### config.mk
export PLATFORM = sky130hd
export DESIGN_NAME = pt_walker
export DESIGN_NICKNAME = d
export VERILOG_FILES = /design/src/rtl/pt_walk_pkg.sv /design/src/rtl/pt_walk_dpath.sv /design/src/rtl/pt_walk_ctrl.sv /design/src/rtl/pt_walker.sv
export SDC_FILE = /design/constraint.sdc
export NUM_CORES = 1
export LEC_CHECK = 0
export ABC_AREA = 1
export BUFFER_PORTS_ARGS = -buffer_cell sky130_fd_sc_hd__buf_2
export CELL_PAD_IN_SITES_DETAIL_PLACEMENT = 1
export CELL_PAD_IN_SITES_GLOBAL_PLACEMENT = 1
export CORE_MARGIN = 4
export CORE_UTILIZATION = 31
export DETAILED_ROUTE_END_ITERATION = 10
export GPL_TIMING_DRIVEN = 1
export PLACE_DENSITY_LB_ADDON = 0.15
export SLEW_MARGIN = 30
export SYNTH_ARGS = -nofsm -noshare
export SYNTH_HDL_FRONTEND = slang
export SYNTH_HIERARCHICAL = 1
export SYNTH_SLANG_ARGS = --single-unit
export TNS_END_PERCENT = 10
### constraint.sdc
create_clock -name clk -period 1.8 [get_ports clk]
set_input_delay 0.09 -clock clk [delete_from_list [all_inputs] [get_ports clk]]
set_output_delay 0.09 -clock clk [all_outputs]
set_load 0.02 [all_outputs]
### src/rtl/pt_walk_pkg.sv
package pt_walk_pkg;
  localparam int VA_W   = 32;
  localparam int IDX_W  = 10;
  localparam int OFF_W  = 12;
  localparam int PPN_W  = VA_W - OFF_W;
  localparam int DIR_HI = VA_W - 1;
  localparam int DIR_LO = VA_W - IDX_W;
  localparam int TBL_HI = DIR_LO - 1;
  localparam int TBL_LO = OFF_W;

  // entry flag positions
  localparam int BIT_V = 0;
  localparam int BIT_R = 1;
  localparam int BIT_W = 2;
  localparam int BIT_X = 3;
  localparam int BIT_D = 4;

  typedef enum logic [1:0] {
    ACC_READ  = 2'd0,
    ACC_WRITE = 2'd1,
    ACC_EXEC  = 2'd2,
    ACC_RSVD  = 2'd3
  } acc_t;

  typedef enum logic [1:0] {
    FLT_NONE = 2'd0,
    FLT_PAGE = 2'd1,
    FLT_PROT = 2'd2
  } fault_t;

  typedef enum logic [2:0] {
    ST_IDLE,
    ST_DIR,
    ST_LEAF,
    ST_DIRTY,
    ST_RESP
  } walk_st_t;

  typedef struct packed {
    logic loadReq;
    logic loadDir;
    logic loadLeaf;
    logic leafPhase;
    logic dirtyPhase;
  } walk_ctl_t;

  typedef struct packed {
    logic entryValid;
    logic permOk;
    logic needDirty;
  } walk_sts_t;
endpackage

### src/rtl/pt_walk_dpath.sv
module pt_walk_dpath
  import pt_walk_pkg::*;
(
  input  logic            clk,
  input  logic            rstN,
  input  walk_ctl_t       ctl,
  input  logic [VA_W-1:0] reqVaddr,
  input  logic [1:0]      reqAccess,
  input  logic [VA_W-1:0] ptBase,
  input  logic [VA_W-1:0] memRspData,
  output walk_sts_t       sts,
  output logic [VA_W-1:0] memReqAddr,
  output logic [VA_W-1:0] memReqWdata,
  output logic [VA_W-1:0] rspPaddr,
  output logic [1:0]      rspFault
);
  logic [VA_W-1:0]  vaddrQ;
  acc_t             accQ;
  logic [VA_W-1:2]  baseQ;
  logic [PPN_W-1:0] dirPpnQ;
  logic [VA_W-1:0]  leafQ;
  fault_t           faultQ;

  logic [VA_W-1:0]  dirAddr;
  logic [VA_W-1:0]  leafAddr;
  logic             permAllowed;

  // rights check against the entry arriving on the response bus
  always_comb begin
    unique case (accQ)
      ACC_READ:  permAllowed = memRspData[BIT_R];
      ACC_WRITE: permAllowed = memRspData[BIT_W];
      ACC_EXEC:  permAllowed = memRspData[BIT_X];
      default:   permAllowed = 1'b0;
    endcase
  end

  assign sts.entryValid = memRspData[BIT_V];
  assign sts.permOk     = permAllowed;
  assign sts.needDirty  = (accQ == ACC_WRITE) && !memRspData[BIT_D];

  assign dirAddr  = {baseQ, 2'b00} + VA_W'({vaddrQ[DIR_HI:DIR_LO], 2'b00});
  assign leafAddr = {dirPpnQ, {OFF_W{1'b0}}} + VA_W'({vaddrQ[TBL_HI:TBL_LO], 2'b00});

  assign memReqAddr  = (ctl.leafPhase || ctl.dirtyPhase) ? leafAddr : dirAddr;
  assign memReqWdata = leafQ | (VA_W'(1) << BIT_D);

  assign rspFault = faultQ;
  assign rspPaddr = (faultQ == FLT_NONE) ? {leafQ[VA_W-1:OFF_W], vaddrQ[OFF_W-1:0]}
                                         : '0;

  always_ff @(posedge clk) begin
    if (!rstN) begin
      vaddrQ  <= '0;
      accQ    <= ACC_READ;
      baseQ   <= '0;
      dirPpnQ <= '0;
      leafQ   <= '0;
      faultQ  <= FLT_NONE;
    end else begin
      if (ctl.loadReq) begin
        vaddrQ <= reqVaddr;
        accQ   <= acc_t'(reqAccess);
        baseQ  <= ptBase[VA_W-1:2];
        faultQ <= FLT_NONE;
      end
      if (ctl.loadDir) begin
        dirPpnQ <= memRspData[VA_W-1:OFF_W];
        if (!memRspData[BIT_V]) faultQ <= FLT_PAGE;
      end
      if (ctl.loadLeaf) begin
        leafQ <= memRspData;
        if (!memRspData[BIT_V])  faultQ <= FLT_PAGE;
        else if (!permAllowed)   faultQ <= FLT_PROT;
        else                     faultQ <= FLT_NONE;
      end
    end
  end

  AST_WB_ONLY_CLEAN_WRITE: assert property (@(posedge clk) disable iff (!rstN)
    ctl.dirtyPhase |-> (accQ == ACC_WRITE) && !leafQ[BIT_D]);

  AST_BASE_HELD: assert property (@(posedge clk) disable iff (!rstN)
    (ctl.leafPhase && !ctl.loadReq && $past(ctl.leafPhase)) |-> $stable(baseQ));
endmodule

### src/rtl/pt_walk_ctrl.sv
module pt_walk_ctrl
  import pt_walk_pkg::*;
(
  input  logic      clk,
  input  logic      rstN,
  input  logic      reqValid,
  input  logic      memRspValid,
  input  walk_sts_t sts,
  output walk_ctl_t ctl,
  output logic      busy,
  output logic      rspValid,
  output logic      memReqValid,
  output logic      memReqWrite
);
  walk_st_t state, stateNext;

  always_comb begin
    stateNext   = state;
    ctl         = '0;
    memReqValid = 1'b0;
    memReqWrite = 1'b0;
    rspValid    = 1'b0;
    unique case (state)
      ST_IDLE: begin
        if (reqValid) begin
          ctl.loadReq = 1'b1;
          stateNext   = ST_DIR;
        end
      end
      ST_DIR: begin
        memReqValid = 1'b1;
        if (memRspValid) begin
          ctl.loadDir = 1'b1;
          stateNext   = sts.entryValid ? ST_LEAF : ST_RESP;
        end
      end
      ST_LEAF: begin
        ctl.leafPhase = 1'b1;
        memReqValid   = 1'b1;
        if (memRspValid) begin
          ctl.loadLeaf = 1'b1;
          if (sts.entryValid && sts.permOk && sts.needDirty) stateNext = ST_DIRTY;
          else                                               stateNext = ST_RESP;
        end
      end
      ST_DIRTY: begin
        ctl.dirtyPhase = 1'b1;
        memReqValid    = 1'b1;
        memReqWrite    = 1'b1;
        if (memRspValid) stateNext = ST_RESP;
      end
      ST_RESP: begin
        rspValid  = 1'b1;
        stateNext = ST_IDLE;
      end
      default: stateNext = ST_IDLE;
    endcase
  end

  assign busy = (state != ST_IDLE);

  always_ff @(posedge clk) begin
    if (!rstN) state <= ST_IDLE;
    else       state <= stateNext;
  end

  AST_RSP_SINGLE: assert property (@(posedge clk) disable iff (!rstN)
    rspValid |=> !rspValid);

  AST_REQ_HELD: assert property (@(posedge clk) disable iff (!rstN)
    (memReqValid && !memRspValid) |=> memReqValid);

  AST_IDLE_QUIET: assert property (@(posedge clk) disable iff (!rstN)
    !busy |-> !memReqValid && !rspValid);

  AST_DIR_INVALID_ENDS: assert property (@(posedge clk) disable iff (!rstN)
    (state == ST_DIR && memRspValid && !sts.entryValid) |=> rspValid);

  AST_WRITE_FOLLOWS_READ: assert property (@(posedge clk) disable iff (!rstN)
    $rose(memReqWrite) |-> $past(memRspValid));
endmodule

### src/rtl/pt_walker.sv
module pt_walker
  import pt_walk_pkg::*;
(
  input  logic        clk,
  input  logic        rstN,
  input  logic        reqValid,
  input  logic [31:0] reqVaddr,
  input  logic [1:0]  reqAccess,
  input  logic [31:0] ptBase,
  output logic        busy,
  output logic        rspValid,
  output logic [31:0] rspPaddr,
  output logic [1:0]  rspFault,
  output logic        memReqValid,
  output logic        memReqWrite,
  output logic [31:0] memReqAddr,
  output logic [31:0] memReqWdata,
  input  logic        memRspValid,
  input  logic [31:0] memRspData
);
  walk_ctl_t ctl;
  walk_sts_t sts;

  pt_walk_ctrl u_ctrl (
    .clk         (clk),
    .rstN        (rstN),
    .reqValid    (reqValid),
    .memRspValid (memRspValid),
    .sts         (sts),
    .ctl         (ctl),
    .busy        (busy),
    .rspValid    (rspValid),
    .memReqValid (memReqValid),
    .memReqWrite (memReqWrite)
  );

  pt_walk_dpath u_dpath (
    .clk         (clk),
    .rstN        (rstN),
    .ctl         (ctl),
    .reqVaddr    (reqVaddr),
    .reqAccess   (reqAccess),
    .ptBase      (ptBase),
    .memRspData  (memRspData),
    .sts         (sts),
    .memReqAddr  (memReqAddr),
    .memReqWdata (memReqWdata),
    .rspPaddr    (rspPaddr),
    .rspFault    (rspFault)
  );

  AST_ADDR_STABLE: assert property (@(posedge clk) disable iff (!rstN)
    (memReqValid && !memRspValid) |=> $stable(memReqAddr) && $stable(memReqWrite));
endmodule

# After elaboration in Yosys (flattened, before gate mapping)
# Cells that the tools add are included.
# word_totals
register_bits	121
elab_cells	54
# op_classes
add_sub_neg	2
mux	24
n_reduce_logical	11
eq_ne	10
# ops
cell	count
32-bit by 12-bit adder with 32-bit output	2
32-bit 2-to-1 mux	2
3-bit 2-to-1 mux	6
2-bit 2-to-1 mux	7
3-bit case mux with 4 select lines	1
2-bit inequality test (second input constant)	4
1-bit 2-to-1 mux	7
3-bit by 2-bit == test with 1-bit output (second input constant)	2
2-bit logical NOT	2
4-bit AND reduction	1
3-bit by 1-bit == test with 1-bit output (second input constant)	1
3-bit == test (second input constant)	1
1-bit logical AND	3
3-bit logical NOT	1
1-bit case mux with 3 select lines	1
3-bit nonzero test	1
3-bit OR reduction	1
2-bit by 1-bit == test with 1-bit output (second input constant)	1
2-bit == test (second input constant)	1
1-bit logical NOT	1
1-bit logical OR	1

# Depth between registers and ports, before layout
# logic_depth
depth_word	7
ltp_mapped	12
depth_no_buf	12

# Hierarchy
# Netlist, hierarchy kept.
# modules_own_cells
mod	seq_area_each_um2	cells_each	area_each_um2	instances
pt_walk_dpath	2342.2	913	5903.2	1
pt_walk_ctrl	60.1	44	252.7	1

# Least setup slack after synthesis
# No wires, ideal clock.
# synth_timing
path_type	register to output
start	reg u_dpath.vaddrQ[22]
end	out memReqAddr[8]
path_buffers	0
required_ns	1.710
slack_ns	-0.181
path_stages_with_launch	9
arrival_ns	1.891
path_cell_list	dfxtp_1 ha_1 fa_1 nand3_1 nand3_1 nand2_1 nand2_1 xnor2_1 o21ai_0
# synth_between
elab_chain_cells	2
# synth_lines
element	line	rtl
start: declaration	pt_walk_dpath.sv:17	logic [VA_W-1:0] vaddrQ;
start signal: assignment	pt_walk_dpath.sv:62	vaddrQ <= reqVaddr;
32-bit by 12-bit adder with 32-bit output	pt_walk_dpath.sv:42	assign dirAddr = {baseQ, 2'b00} + VA_W'({vaddrQ[DIR_HI:DIR_LO], 2'b00});
32-bit 2-to-1 mux	pt_walk_dpath.sv:45	assign memReqAddr = (ctl.leafPhase || ctl.dirtyPhase) ? leafAddr : dirAddr;
end: declaration	pt_walker.sv:16	output logic [31:0] memReqAddr,
# Every way passes these cells.

# Final worst setup path
# layout_timing
start	reg u_dpath/baseQ[2] (netlist name)
end	out memReqAddr[10]
# layout_between
elab_chain_cells	2
# layout_lines
element	line	rtl
start: declaration	pt_walk_dpath.sv:19	logic [VA_W-1:2] baseQ;
start signal: assignment	pt_walk_dpath.sv:64	baseQ <= ptBase[VA_W-1:2];
32-bit by 12-bit adder with 32-bit output	pt_walk_dpath.sv:42	
32-bit 2-to-1 mux	pt_walk_dpath.sv:45	
# Every way passes these cells.

==> results.md <==
* Arrival @ worst endpoint at around 2.2 ns
* Hold WC Path Type: in -> reg
* FP Rows at 51
* Die width at 149 microns
* Synth Warn # at 6
* H-tree levels at 4
* Total grt overflow at 0
* Post-synthesis sequential area ratio at 0.390
* Pwr Total at around 0.0098 W
* Power per Cell Area at 1010 nW/um^2
* Setup TNS at -10.39 ns
* Psw at 0.00349 W
* Max Fanout on Critical Path at 4
* Clock power frac at 0.356
* Maximum clock path buffer count at 2
* Routed Antenna Nets at 0
* DR WL/cell at roughly 16 microns
* Worst vdd ir at 0.000591 V
* Synthesis-to-layout area growth at 57.6%
* Final hold vios at 0
* Ant. Diodes at 0
* Sequential power share at 0.329
* Synth Flop Type: dfxtp_1
* RSZ-0062 raised after global routing: yes
* Fin crit share at 1.25
* Initial antenna violation count at 0
* Failing checks: setup timing
* # fillers at 2523
* Port bufs at between 150 and 200
* IO Count at between 200 and 250
* Synth area leaders: dfxtp_1, nor2_1, nand2_1, o21ai_0, inv_1
* Post-synth EDFFs at 0
* Syn Std Cell Area at 6160 sq um
* Worst-skew pair later-pin latency at about 0.42 ns
* PnR worst setup slack at -0.454 ns
* Dpl ws at -0.267 ns
* CTS tree: done
* Cell type with the largest total area after synthesis: dfxtp_1
* Total track usage at 0.227
* Starting Density at 0.315
* Commonest non-fill, non-tap cell in the layout: nor2_1
* Critical Path RT at 1.71 ns
* Clock-pin slew on the worst setup and hold paths at 0.06 ns
* Wirelength, routed at 24800 microns
* Outcome: complete, but fails checks
* Synth Instances at between 900 and 1000
* Max-cap violations at 0
* Fin nets at 1377
* Commonest cells after routing, fill and taps aside: nor2_1, buf_2, nand2_1, o21ai_0, dfxtp_1
* Cells after DPL at 1419
* DR vias/cell at between 4 and 5
* Largest net degree at the start of global routing at 80
* Min Tclk post-route at about 2.3 ns
* DP HPWL at 17100 microns
* Core area at between 15000 and 20000 sq um
* Synth top area share at 0.390
* First-pass GRT wire length at 40000 microns
* TritonCTS buffer count at 17
* CTS root buf: clkbuf_16
* Post-synth ARST share at 0
* Die H at 149 microns
* Syn Area/Cell at 6.43 sq um
* Critical path class: reg -> out
* TritonCTS Sinks at 120
* Total die area at ~22000 sq um
* Post-synthesis cell type count at 33
* Vias in the first global route at 7840
* Yosys reg bits at 120
* Drt first pass iters at 5
* DR vias at approximately 7300
* # setup viols final at 30
* Combinational Power Share at 0.314
* Min Hold Slack at 0.0221 ns
* Skew final at 0.0140 ns
* Number of remaining DRC errors at 0
* Switching part of the total at 0.355
* Crit path launch type: flop
* Share of cells above drive strength 1 at 0.313
* DR iter-0 viols at 380
* Pins over their slew limit at 0
* Leak at 4.69 nW
* Int Pwr at 0.00633 W
* Peak Freq at 0.444 GHz
* Cell Count, Final, Fillers Out at around 1500
* GP Congestion at 0.827
* Crit. End Element: output pin
-- per-stage QoR --
stage,area [sq um],utilization
2_1_floorplan,6180,-
3_3_place_gp,7730,0.396
3_5_place_dp,7730,0.396
4_1_cts,9540,0.489
5_1_grt,9700,0.497
6_report,9700,0.497
-- cell usage after synthesis, types with 8 or more instances --
cell / count
o21ai_0: 123
nand2_2: 8
nand2_1: 180
inv_1: 91
nor2_2: 8
ha_1: 10
nand3_1: 56
dfxtp_1: 120
a21oi_1: 56
nor2_1: 199
clkbuf_1: 37
inv_2: 10
-- worst max-delay path: stages (launching register included) --
cell     delay, ns
dfxtp_2       0.33
ha_4          0.16
fa_2          0.35
nand3_2       0.09
nand3_4       0.11
nand2_1       0.11
nand2_2       0.08
or2_1         0.23
nand3_2       0.08
nand2_1       0.06
buf_2         0.15
-- metal layers --
layer  vias up  GRT usage  share of wire
li1       3637          -              -
met1      3461      0.272           0.42
met2       168      0.406           0.51
met3        21     0.0565          0.057
met4         0     0.0581          0.011
met5         -          0              0
-- worst paths after layout --
path	from	cells after the start	endpoint	slack (ns)
max	u_dpath/baseQ[2]	10	memReqAddr[10]	-0.45
min	ptBase[25]	3	u_dpath/baseQ[25]	0.02
max reg2reg	u_ctrl/state[1]	6	u_dpath/vaddrQ[23]	0.15
min reg2reg	u_dpath/vaddrQ[9]	2	u_dpath/vaddrQ[9]	0.45
-- logic make-up (layout without fill, tap and decap cells) --
group / count (synthesis) / in the layout / share of synthesized area
and+or+nand+nor: 483 / 483 / 0.330
AOI/OAI and AO/OA: 185 / 185 / 0.152
buffers and inverters: 152 / 471 / 0.0976
DFF: 120 / 120 / 0.390
adders and majority gates: 11 / 11 / 0.0236
xor gates and xnor gates: 4 / 4 / 0.00569
other: 2 / 3 / 0.00122
-- sequential cells by signal, indices dropped and copies added, names as in the netlist --
| name | flops |
|---|---|
| u_dpath/vaddrQ | 32 |
| u_dpath/leafQ | 31 |
| u_dpath/dirPpnQ | 20 |
| u_dpath/rspFault | 2 |
| u_ctrl/state | 3 |
| u_dpath/accQ | 2 |
| u_dpath/baseQ | 30 |
-- final cells by class --
cell class,count,area [sq um],area share
inverters,101,379,0.0391
well taps,265,332,0.0342
flip-flops and latches,120,2420,0.250
clock buffers,18,429,0.0442
clock inverters,14,165,0.0170
multi-input cells,686,3570,0.368
repair buffers,338,2410,0.248
-- repair_timing --
| action | 4_1_cts | 5_1_grt |
|---|---|---|
| setup endpoints to repair | 41 | 30 |
| pin swaps | 11 | 9 |
| endpoints found under the hold margin | 105 | 0 |
| setup buffers | 0 | 2 |
| resized for setup | 74 | 47 |
| hold buffers | 89 | 0 |
-- power by group through the flow --
stage	Combinational [W]	Sequential [W]	Clock, W
6_report	0.00309	0.00323	0.00350
5_1_grt	0.00340	0.00327	0.00373
4_1_cts	0.00301	0.00322	0.00360
3_5_place_dp	0.00264	0.00324	0
3_3_place_gp	0.00262	0.00323	0
2_1_floorplan	0.00153	0.00323	0
(Power assumes the default switching activity.)
